$ cat config.mk
export PLATFORM = sky130hd
export DESIGN_NAME = csel_top
export DESIGN_NICKNAME = d
export VERILOG_FILES = /design/src/rtl/csel_pkg.sv /design/src/rtl/csel_datapath.sv /design/src/rtl/csel_control.sv /design/src/rtl/csel_top.sv
export SDC_FILE = /design/constraint.sdc
export NUM_CORES = 1
export LEC_CHECK = 0
export BUFFER_PORTS_ARGS = -buffer_cell sky130_fd_sc_hd__buf_4
export CAP_MARGIN = 10
export CORE_ASPECT_RATIO = 0.5
export CORE_MARGIN = 3
export CORE_UTILIZATION = 42
export DETAILED_ROUTE_END_ITERATION = 10
export GPL_TIMING_DRIVEN = 1
export MAX_ROUTING_LAYER = met4
export PLACE_DENSITY = 0.91
export SKIP_LAST_GASP = 1
export SLEW_MARGIN = 10
export SYNTH_ARGS = -nofsm -noshare
export SYNTH_HDL_FRONTEND = slang
export SYNTH_SLANG_ARGS = --single-unit
$ cat constraint.sdc
create_clock -name clk -period 2.9 [get_ports clk]
set_input_delay 0.29 -clock clk [delete_from_list [all_inputs] [get_ports clk]]
set_output_delay 0.29 -clock clk [all_outputs]
set_load 0.01 [all_outputs]
$ cat src/rtl/csel_pkg.sv
package csel_pkg;
  // Control-to-datapath strobes
  typedef struct packed {
    logic capture;   // latch winner and wait count
    logic tick;      // one wait state elapsed
    logic clear;     // strobe released, drop all outputs
  } csStrobe_t;

  typedef enum logic {ST_IDLE, ST_BUSY} csState_t;
endpackage

$ cat src/rtl/csel_datapath.sv
module csel_datapath
  import csel_pkg::*;
#(
  parameter int NCH       = 4,
  parameter int ADDR_W    = 24,
  parameter int MIN_SHIFT = 13,
  parameter int LEN_W     = 3,
  parameter int FC_W      = 3,
  parameter int WAIT_W    = 3,
  parameter int MAX_WAIT  = 6
) (
  input  logic                         clk,
  input  logic                         rstN,
  input  csStrobe_t                    strobe,
  input  logic [ADDR_W-1:0]            addr,
  input  logic                         rdWrN,
  input  logic [FC_W-1:0]              fc,
  input  logic [NCH-1:0]               cfgEnable,
  input  logic [NCH*(ADDR_W-MIN_SHIFT)-1:0] cfgBase,
  input  logic [NCH*LEN_W-1:0]         cfgLength,
  input  logic [NCH*2-1:0]             cfgAccess,
  input  logic [NCH-1:0]               cfgFcAny,
  input  logic [NCH*FC_W-1:0]          cfgFcCode,
  input  logic [NCH-1:0]               cfgAckEnable,
  input  logic [NCH*WAIT_W-1:0]        cfgWaits,
  output logic [NCH-1:0]               csN,
  output logic                         dtackN
);
  localparam int BASE_W = ADDR_W - MIN_SHIFT;
  localparam logic [WAIT_W-1:0] WAIT_CAP = WAIT_W'(MAX_WAIT);
  localparam logic [WAIT_W-1:0] WAIT_ONE = WAIT_W'(1);

  logic [BASE_W-1:0] addrUpper;
  logic [NCH-1:0]    hit;
  logic [NCH-1:0]    grant;
  logic [NCH:0]      claimedBelow;

  assign addrUpper       = addr[ADDR_W-1:MIN_SHIFT];
  assign claimedBelow[0] = 1'b0;

  for (genvar i = 0; i < NCH; i++) begin : g_region
    logic [BASE_W-1:0] baseField;
    logic [LEN_W-1:0]  lenField;
    logic [1:0]        accField;
    logic [BASE_W-1:0] sizeMask;
    logic              addrMatch;
    logic              dirOk;
    logic              fcOk;

    assign baseField = cfgBase[i*BASE_W +: BASE_W];
    assign lenField  = cfgLength[i*LEN_W +: LEN_W];
    assign accField  = cfgAccess[i*2 +: 2];
    // Keep only the address bits that lie above the region size
    assign sizeMask  = {BASE_W{1'b1}} << lenField;
    assign addrMatch = ((addrUpper ^ baseField) & sizeMask) == '0;
    assign dirOk     = rdWrN ? accField[0] : accField[1];
    assign fcOk      = cfgFcAny[i] | (fc == cfgFcCode[i*FC_W +: FC_W]);
    assign hit[i]    = cfgEnable[i] & addrMatch & dirOk & fcOk;

    // Fixed priority: lower index wins
    assign grant[i]          = hit[i] & ~claimedBelow[i];
    assign claimedBelow[i+1] = claimedBelow[i] | hit[i];
  end

  logic              winAck;
  logic [WAIT_W-1:0] winWait;
  logic [WAIT_W-1:0] winWaitCapped;

  always_comb begin
    winAck  = 1'b0;
    winWait = '0;
    for (int i = 0; i < NCH; i++) begin
      if (grant[i]) begin
        winAck  = winAck | cfgAckEnable[i];
        winWait = winWait | cfgWaits[i*WAIT_W +: WAIT_W];
      end
    end
    winWaitCapped = (winWait > WAIT_CAP) ? WAIT_CAP : winWait;
  end

  logic [NCH-1:0]    selQ;
  logic              ackArmQ;
  logic [WAIT_W-1:0] waitLeftQ;
  logic              ackQ;

  always_ff @(posedge clk or negedge rstN) begin
    if (!rstN) begin
      selQ      <= '0;
      ackArmQ   <= 1'b0;
      waitLeftQ <= '0;
      ackQ      <= 1'b0;
    end else if (strobe.clear) begin
      selQ      <= '0;
      ackArmQ   <= 1'b0;
      waitLeftQ <= '0;
      ackQ      <= 1'b0;
    end else if (strobe.capture) begin
      selQ      <= grant;
      ackArmQ   <= winAck;
      waitLeftQ <= winWaitCapped;
      ackQ      <= winAck && (winWaitCapped == '0);
    end else if (strobe.tick) begin
      if (waitLeftQ != '0) begin
        waitLeftQ <= waitLeftQ - WAIT_ONE;
        if (waitLeftQ == WAIT_ONE && ackArmQ) ackQ <= 1'b1;
      end
    end
  end

  assign csN    = ~selQ;
  assign dtackN = ~ackQ;
endmodule

$ cat src/rtl/csel_control.sv
module csel_control
  import csel_pkg::*;
(
  input  logic      clk,
  input  logic      rstN,
  input  logic      addrStrobeN,
  output csStrobe_t strobe
);
  csState_t state, stateNext;

  always_comb begin
    strobe    = '0;
    stateNext = state;
    case (state)
      ST_IDLE: begin
        if (!addrStrobeN) begin
          strobe.capture = 1'b1;
          stateNext      = ST_BUSY;
        end
      end
      ST_BUSY: begin
        if (addrStrobeN) begin
          strobe.clear = 1'b1;
          stateNext    = ST_IDLE;
        end else begin
          strobe.tick = 1'b1;
        end
      end
      default: stateNext = ST_IDLE;
    endcase
  end

  always_ff @(posedge clk or negedge rstN) begin
    if (!rstN) state <= ST_IDLE;
    else       state <= stateNext;
  end
endmodule

$ cat src/rtl/csel_top.sv
module csel_top
  import csel_pkg::*;
#(
  parameter int NCH       = 4,
  parameter int ADDR_W    = 24,
  parameter int MIN_SHIFT = 13,
  parameter int LEN_W     = 3,
  parameter int FC_W      = 3,
  parameter int WAIT_W    = 3,
  parameter int MAX_WAIT  = 6
) (
  input  logic                              clk,
  input  logic                              rstN,
  input  logic                              addrStrobeN,
  input  logic [ADDR_W-1:0]                 addr,
  input  logic                              rdWrN,
  input  logic [FC_W-1:0]                   fc,
  input  logic [NCH-1:0]                    cfgEnable,
  input  logic [NCH*(ADDR_W-MIN_SHIFT)-1:0] cfgBase,
  input  logic [NCH*LEN_W-1:0]              cfgLength,
  input  logic [NCH*2-1:0]                  cfgAccess,
  input  logic [NCH-1:0]                    cfgFcAny,
  input  logic [NCH*FC_W-1:0]               cfgFcCode,
  input  logic [NCH-1:0]                    cfgAckEnable,
  input  logic [NCH*WAIT_W-1:0]             cfgWaits,
  output logic [NCH-1:0]                    csN,
  output logic                              dtackN
);
  csStrobe_t strobe;

  csel_control u_ctrl (
    .clk        (clk),
    .rstN       (rstN),
    .addrStrobeN(addrStrobeN),
    .strobe     (strobe)
  );

  csel_datapath #(
    .NCH(NCH), .ADDR_W(ADDR_W), .MIN_SHIFT(MIN_SHIFT), .LEN_W(LEN_W),
    .FC_W(FC_W), .WAIT_W(WAIT_W), .MAX_WAIT(MAX_WAIT)
  ) u_dp (
    .clk         (clk),
    .rstN        (rstN),
    .strobe      (strobe),
    .addr        (addr),
    .rdWrN       (rdWrN),
    .fc          (fc),
    .cfgEnable   (cfgEnable),
    .cfgBase     (cfgBase),
    .cfgLength   (cfgLength),
    .cfgAccess   (cfgAccess),
    .cfgFcAny    (cfgFcAny),
    .cfgFcCode   (cfgFcCode),
    .cfgAckEnable(cfgAckEnable),
    .cfgWaits    (cfgWaits),
    .csN         (csN),
    .dtackN      (dtackN)
  );
endmodule

Word-level counts from Yosys, hierarchy flattened
Cells that the tools add are included.
- add/subtract/negate cells: 1
- magnitude comparators: 1
- equal/unequal tests: 5
- shifts and indexed selects: 4
- mux-type cells: 30
- bitwise operators: 40
- reduce and logical (&&, ||, !) cells: 14
- operators by type and width (cell ; count):
    $and 11x11->11 ; 4
    $logic_not 11->1 ; 4
    $shl 11x3->11 const A ; 4
    $xor 11x11->11 ; 4
    $mux 3 ; 9
    $mux 1 ; 18
    $and 1x1->1 ; 15
    $eq 3x3->1 ; 4
    $reduce_bool 3->1 ; 4
    $or 1x1->1 ; 9
    $or 3x3->3 ; 3
    $mux 4 ; 2
    $not 1->1 ; 4
    $not 4->4 ; 1
    $eq 3x1->1 const B ; 1
    $gt 3x3->1 const B ; 1
    $logic_not 3->1 ; 1
    $reduce_and 3->1 ; 1
    $sub 3x1->3 const B ; 1
    $logic_and 1x1->1 ; 2
    $mux 2 ; 1
    $reduce_and 2->1 ; 1
    $reduce_bool 2->1 ; 1
- bits in registers: 10

Depth between registers and ports, before layout
- word-level depth: 19
- depth in mapped cells: 10
- mapped depth without buffers: 8

Hierarchy
Synthesis repeated with hierarchy kept, for this count alone.
- cell total of the unflattened synthesis: 217
- area total of the unflattened synthesis: 1761.7 sq um
- modules (own cells, without submodules) (module ; instances ; cells an instance ; area an instance (sq um) ; sequential area each (sq um)):
    csel_datapath ; 1 ; 212 ; 1716.6 ; 225.2
    csel_control ; 1 ; 5 ; 45.0 ; 25.0

Least setup slack after synthesis
OpenSTA, ideal clock, no wires.
- path type: input -> register
- start: in fc[0]
- end: reg u_dp.ackQ
- arrival time: 2.596 ns
- required time: 2.818 ns
- setup slack: 0.222 ns
- stages: 10
- buffers on the path: 2
- cells stage by stage: clkbuf_1 -> xnor2_1 -> a31oi_1 -> or4_4 -> or3_1 -> buf_2 -> a311oi_2 -> o2bb2ai_1 -> or4b_1 -> a31oi_1
- longest elaborated chain between the ends: 16
- elaborated cells on any way between the ends: 40
- those cells by class: order compare (1); eq/ne (4); mux (11); bitwise (22); reduce/logical (2)
- RTL lines (element ; RTL line ; source):
    start: declaration ; csel_top.sv:17 ; input logic [FC_W-1:0] fc,
    $eq 3x3->1 ; csel_datapath.sv:57 ; assign fcOk = cfgFcAny[i] | (fc == cfgFcCode[i*FC_W +: FC_W]);
    $or 1x1->1 ; csel_datapath.sv:57 ;
    $and 1x1->1 ; csel_datapath.sv:58 ; assign hit[i] = cfgEnable[i] & addrMatch & dirOk & fcOk;
    $mux 3 / $not 1->1 (equally long branches) ; csel_datapath.sv:73, csel_datapath.sv:61 ;
    $or 3x3->3 / $and 1x1->1 (equally long branches) ; csel_datapath.sv:75, csel_datapath.sv:61 ;
    $mux 3 ; csel_datapath.sv:73 ; if (grant[i]) begin
    $or 3x3->3 ; csel_datapath.sv:75 ; winWait = winWait | cfgWaits[i*WAIT_W +: WAIT_W];
    $mux 3 ; csel_datapath.sv:73 ;
    $or 3x3->3 ; csel_datapath.sv:75 ;
    $mux 3 ; csel_datapath.sv:73 ;
    $gt 3x3->1 ; csel_datapath.sv:78 ; winWaitCapped = (winWait > WAIT_CAP) ? WAIT_CAP : winWait;
    $mux 3 ; csel_datapath.sv:78 ;
    $logic_not 3->1 ; csel_datapath.sv:101 ; ackQ <= winAck && (winWaitCapped == '0);
    $logic_and 1x1->1 * ; csel_datapath.sv:101 ;
    $mux 1 * ; csel_datapath.sv:97 ; end else if (strobe.capture) begin
    $mux 1 * ; csel_datapath.sv:92 ; end else if (strobe.clear) begin
    end signal: assignment ; csel_datapath.sv:101 ;
    end: declaration ; csel_datapath.sv:84 ; logic ackQ;
Mark *: on every way between the ends. The rest lies on a longest branch, timed or not.
A chain may end at the register's enable or synchronous reset.

Final worst setup path
- start: in addr[21]
- end: reg u_dp.ackQ
- longest elaborated chain between the ends: 19
- elaborated cells on any way between the ends: 52
- those cells by class: order compare (1); mux (11); bitwise (34); reduce/logical (6)
- RTL lines (element ; RTL line ; source):
    start: declaration ; csel_top.sv:15 ; input logic [ADDR_W-1:0] addr,
    $xor 11x11->11 ; csel_datapath.sv:55 ; assign addrMatch = ((addrUpper ^ baseField) & sizeMask) == '0;
    $and 11x11->11 ; csel_datapath.sv:55 ;
    $logic_not 11->1 ; csel_datapath.sv:55 ;
    $and 1x1->1 (3 in a row) ; csel_datapath.sv:58 ;
    $mux 3 / $not 1->1 (equally long branches) ; csel_datapath.sv:73, csel_datapath.sv:61 ;
    $or 3x3->3 / $and 1x1->1 (equally long branches) ; csel_datapath.sv:75, csel_datapath.sv:61 ;
    $mux 3 ; csel_datapath.sv:73 ;
    $or 3x3->3 ; csel_datapath.sv:75 ;
    $mux 3 ; csel_datapath.sv:73 ;
    $or 3x3->3 ; csel_datapath.sv:75 ;
    $mux 3 ; csel_datapath.sv:73 ;
    $gt 3x3->1 ; csel_datapath.sv:78 ;
    $mux 3 ; csel_datapath.sv:78 ;
    $logic_not 3->1 ; csel_datapath.sv:101 ;
    $logic_and 1x1->1 * ; csel_datapath.sv:101 ;
    $mux 1 * ; csel_datapath.sv:97 ;
    $mux 1 * ; csel_datapath.sv:92 ;
Marked as above.

==> results.cfg <==
[synth]
syn_inst = 199
yosysWarnings = 0
yosysSeqAreaShare_pct = 16.0
ys_types = 37
synth_seq_cells = 10
syn_avg_cell_area_um2 = 7.84
synthesis.area_um2 = 1560
syn_nets = 336

[cts]
cts_root_buf = clkbuf_8
cts_num_sinks = 10
ctsHoldBuffers = 1
clk_path_buf_depth = 2
ctsResizeCount = 0
cts_tree = done
h-tree-depth = 1
clk-insertion-delay-late_ns = 0.24
clkTransAtPathRegs_ns = 0.05
post_cts_buffers = 0
cts_made_buffers = 3

[final_layout]
diodes = 0
final_area_um2 = 2580
nets = 460
num-fill-cells = 239
utilization_pct = 79.2
syn_to_final_growth_pct = 65.4
layout_common_cells = 125 x buf_4, 34 x xnor2_1, 22 x xor2_1, 18 x nand2_1, 17 x o21ai_0
final_common_cell = buf_4
drive_above_1_share_pct = 41.1

[floorplanning]
die_y_um = 49.1
die_area_um2 = 4530
ios = 136
core_area_um2 = 3260
die_w_um = 92.2
start_util_pct = 47.9
rows = 14

[worst_setup_path]
worstPathRequired_ns = 3.06
cp-startpoint = addr[21]
critPathMaxFanout = 4
worstSetupEndpointType = register
reg2reg_depth = 7
crit_chain = buf_4 > xnor2_1 > o211ai_1 > or4_4 > or3_1 > a311oi_2 > o2bb2ai_1 > or4b_1 > a31oi_1
arrival_ns = 2.79
r2r_start = u_ctrl.state
path_class = primary input to register
slowest_delay_ns = 0.55
slowest_stage = or4b_1
crit_end = u_dp.ackQ
critPathLaunchType = primary input
r2r-end = u_dp.waitLeftQ[0]
ff2ff_setup_slack_ns = 1.18

[grt]
globalRouteOverflowTotal = 0
antenna_found_initial = 0
grt_usage_pct = 25.4
grt_pass1_vias = 2091
grt_max_degree = 11
grt_pass1_wl_um = 9060

[sta]
slew_viol_final = 0
holdWs_ns = 0.243
final.min_clock_period_ns = 2.63
relSlewSlack_pct = 48.4
fmax_mhz = 380
setup_tns_ns = 0
setup_violations = 0
rsz0062_at_grt = no
tightestPinTransition_ns = 0.767
hold_viol = 0
fin_crit_sh_pct = 90.6
fin_skew_ns = 0.00530

[power]
p_comb_share_pct = 55.1
p_int_w = 0.000480
pwr-share-clk_pct = 19.5
p_sw_w = 0.000244
power_frac_seq_pct = 25.4
power.leakage_nw = 1.19
power_density_nw_per_um2 = 280
ir_drop_uv = 168
power_switching_share_pct = 33.7

[job]
maxCapViolCount = 0

[drt]
first_pass_iters = 4
viasPerCell = 5.38
wl_per_cell_um = 15.1
drc = 0
route.vias.total = 1986
postRouteAntennaNets = 0
wirelength_um = 5560
drtIter0Drc = 69

[outcome]
status = complete, no violations

[place]
place_hpwl_um = 4980
portBuffers = 122
gp_congestion = 0.887
dpl-instance-area_um2 = 2530

[min_path]
min_path_type = primary input to register
## synthesized netlist by cell type (all sizes together)
master    n  area [µm²]
inv      13        48.8
dfrtp    10         250
a211oi    1        7.51
nand4     3        18.8
a31oi     6        37.5
nor4      7        43.8
o211ai    3        22.5
or2       1        6.26
maj3      1        10.0
nor4b     4        35.0
o2111ai   1        8.76
nand2b    2        12.5
xnor2    34         298
o21ai    17        85.1
nand2    18        67.6
clkbuf    5        18.8
nor2      4        15.0
buf       2        10.0
o2bb2ai   5        43.8
or3       2        12.5
o31ai     2        15.0
a21oi     9        45.0
nor3      1        5.00
a21o      1        7.51
nand3     3        15.0
a22o      2        17.5
ha        6        75.1
mux2i     3        30.0
a311oi    4        41.3
a22oi     1        7.51
a21bo     1        10.0
or4b      1        10.0
a2bb2oi   2        17.5
or4       2        18.8
xor2     22         193
## metal layers
metal  wire length, µm  part of all wire, %  track usage (%)  vias up
met4               145                  2.6             9.61        0
met5                 0                    0                -        -
met3               219                  3.9             3.08       17
met2              3050                   55             48.9       64
li1                  -                    -                -      962
met1              2150                   39             26.6      943
## sequential cells by signal, indices dropped and copies added (netlist names)
register and cells:
u_dp.ackArmQ 1, u_dp.selQ 4, u_dp.ackQ 1, u_dp.waitLeftQ 3, u_ctrl.state 1
## how the worst min path moves through the flow
stage                     start                 to  slack [ns]  depth (start not counted)
floorplan                  rstN       u_ctrl.state      -0.006                          0
finish              addrStrobeN       u_ctrl.state        0.24                          2
detailed placement         rstN  u_dp.waitLeftQ[2]        0.13                          1
global route        addrStrobeN       u_ctrl.state        0.24                          2
global placement           rstN       u_ctrl.state        0.12                          1
CTS                 addrStrobeN       u_ctrl.state        0.24                          2
## worst max-delay path, delay by kind of cell
kind | cells | cell delay (ns)
buffers and inverters | 1 | 0.14
AO/OA/AOI/OAI | 4 | 0.71
AND/OR/NAND/NOR | 3 | 1.48
XOR/XNOR | 1 | 0.17
## logic make-up (layout without fill, tap and decap cells)
kind of cell             after synthesis  count (layout)  synth area share, %
AO/OA/AOI/OAI                         55              55                 23.5
XOR/XNOR                              56              56                 31.4
adder cells (fa/ha/maj)                7               7                 5.45
buffers and inverters                 20             142                 4.97
flip-flops                            10              10                 16.0
multiplexers                           3               3                 1.92
AND/OR/NAND/NOR                       48              48                 16.7
## power groups by stage
| stage | registers, W | logic (W) | clock network, W |
|---|---|---|---|
| floorplan | 0.000180 | 0.000202 | 0 |
| global placement | 0.000183 | 0.000378 | 0 |
| detailed placement | 0.000185 | 0.000392 | 0 |
| CTS | 0.000183 | 0.000400 | 0.000144 |
| global route | 0.000187 | 0.000441 | 0.000153 |
| finish | 0.000183 | 0.000398 | 0.000141 |
## layout make-up
class | count | area, µm² | share of cell area (%)
clock buffer | 3 | 41.3 | 1.60
sequential | 10 | 250 | 9.69
tap | 48 | 60.1 | 2.33
timing repair buffer | 126 | 948 | 36.7
inverter | 13 | 48.8 | 1.89
multi-input combinational | 169 | 1230 | 47.7
## stage by stage
stage	worst slack (ns)	power [W]	instances
after floorplan	0.222	0.000382	199
after global placement	0.108	0.000561	365
after detailed placement	0.0268	0.000576	365
after CTS	0.270	0.000726	369
after global routing	0.108	0.000780	369
final	0.271	0.000723	369
No activity file was read; power rests on OpenSTA's default activity.
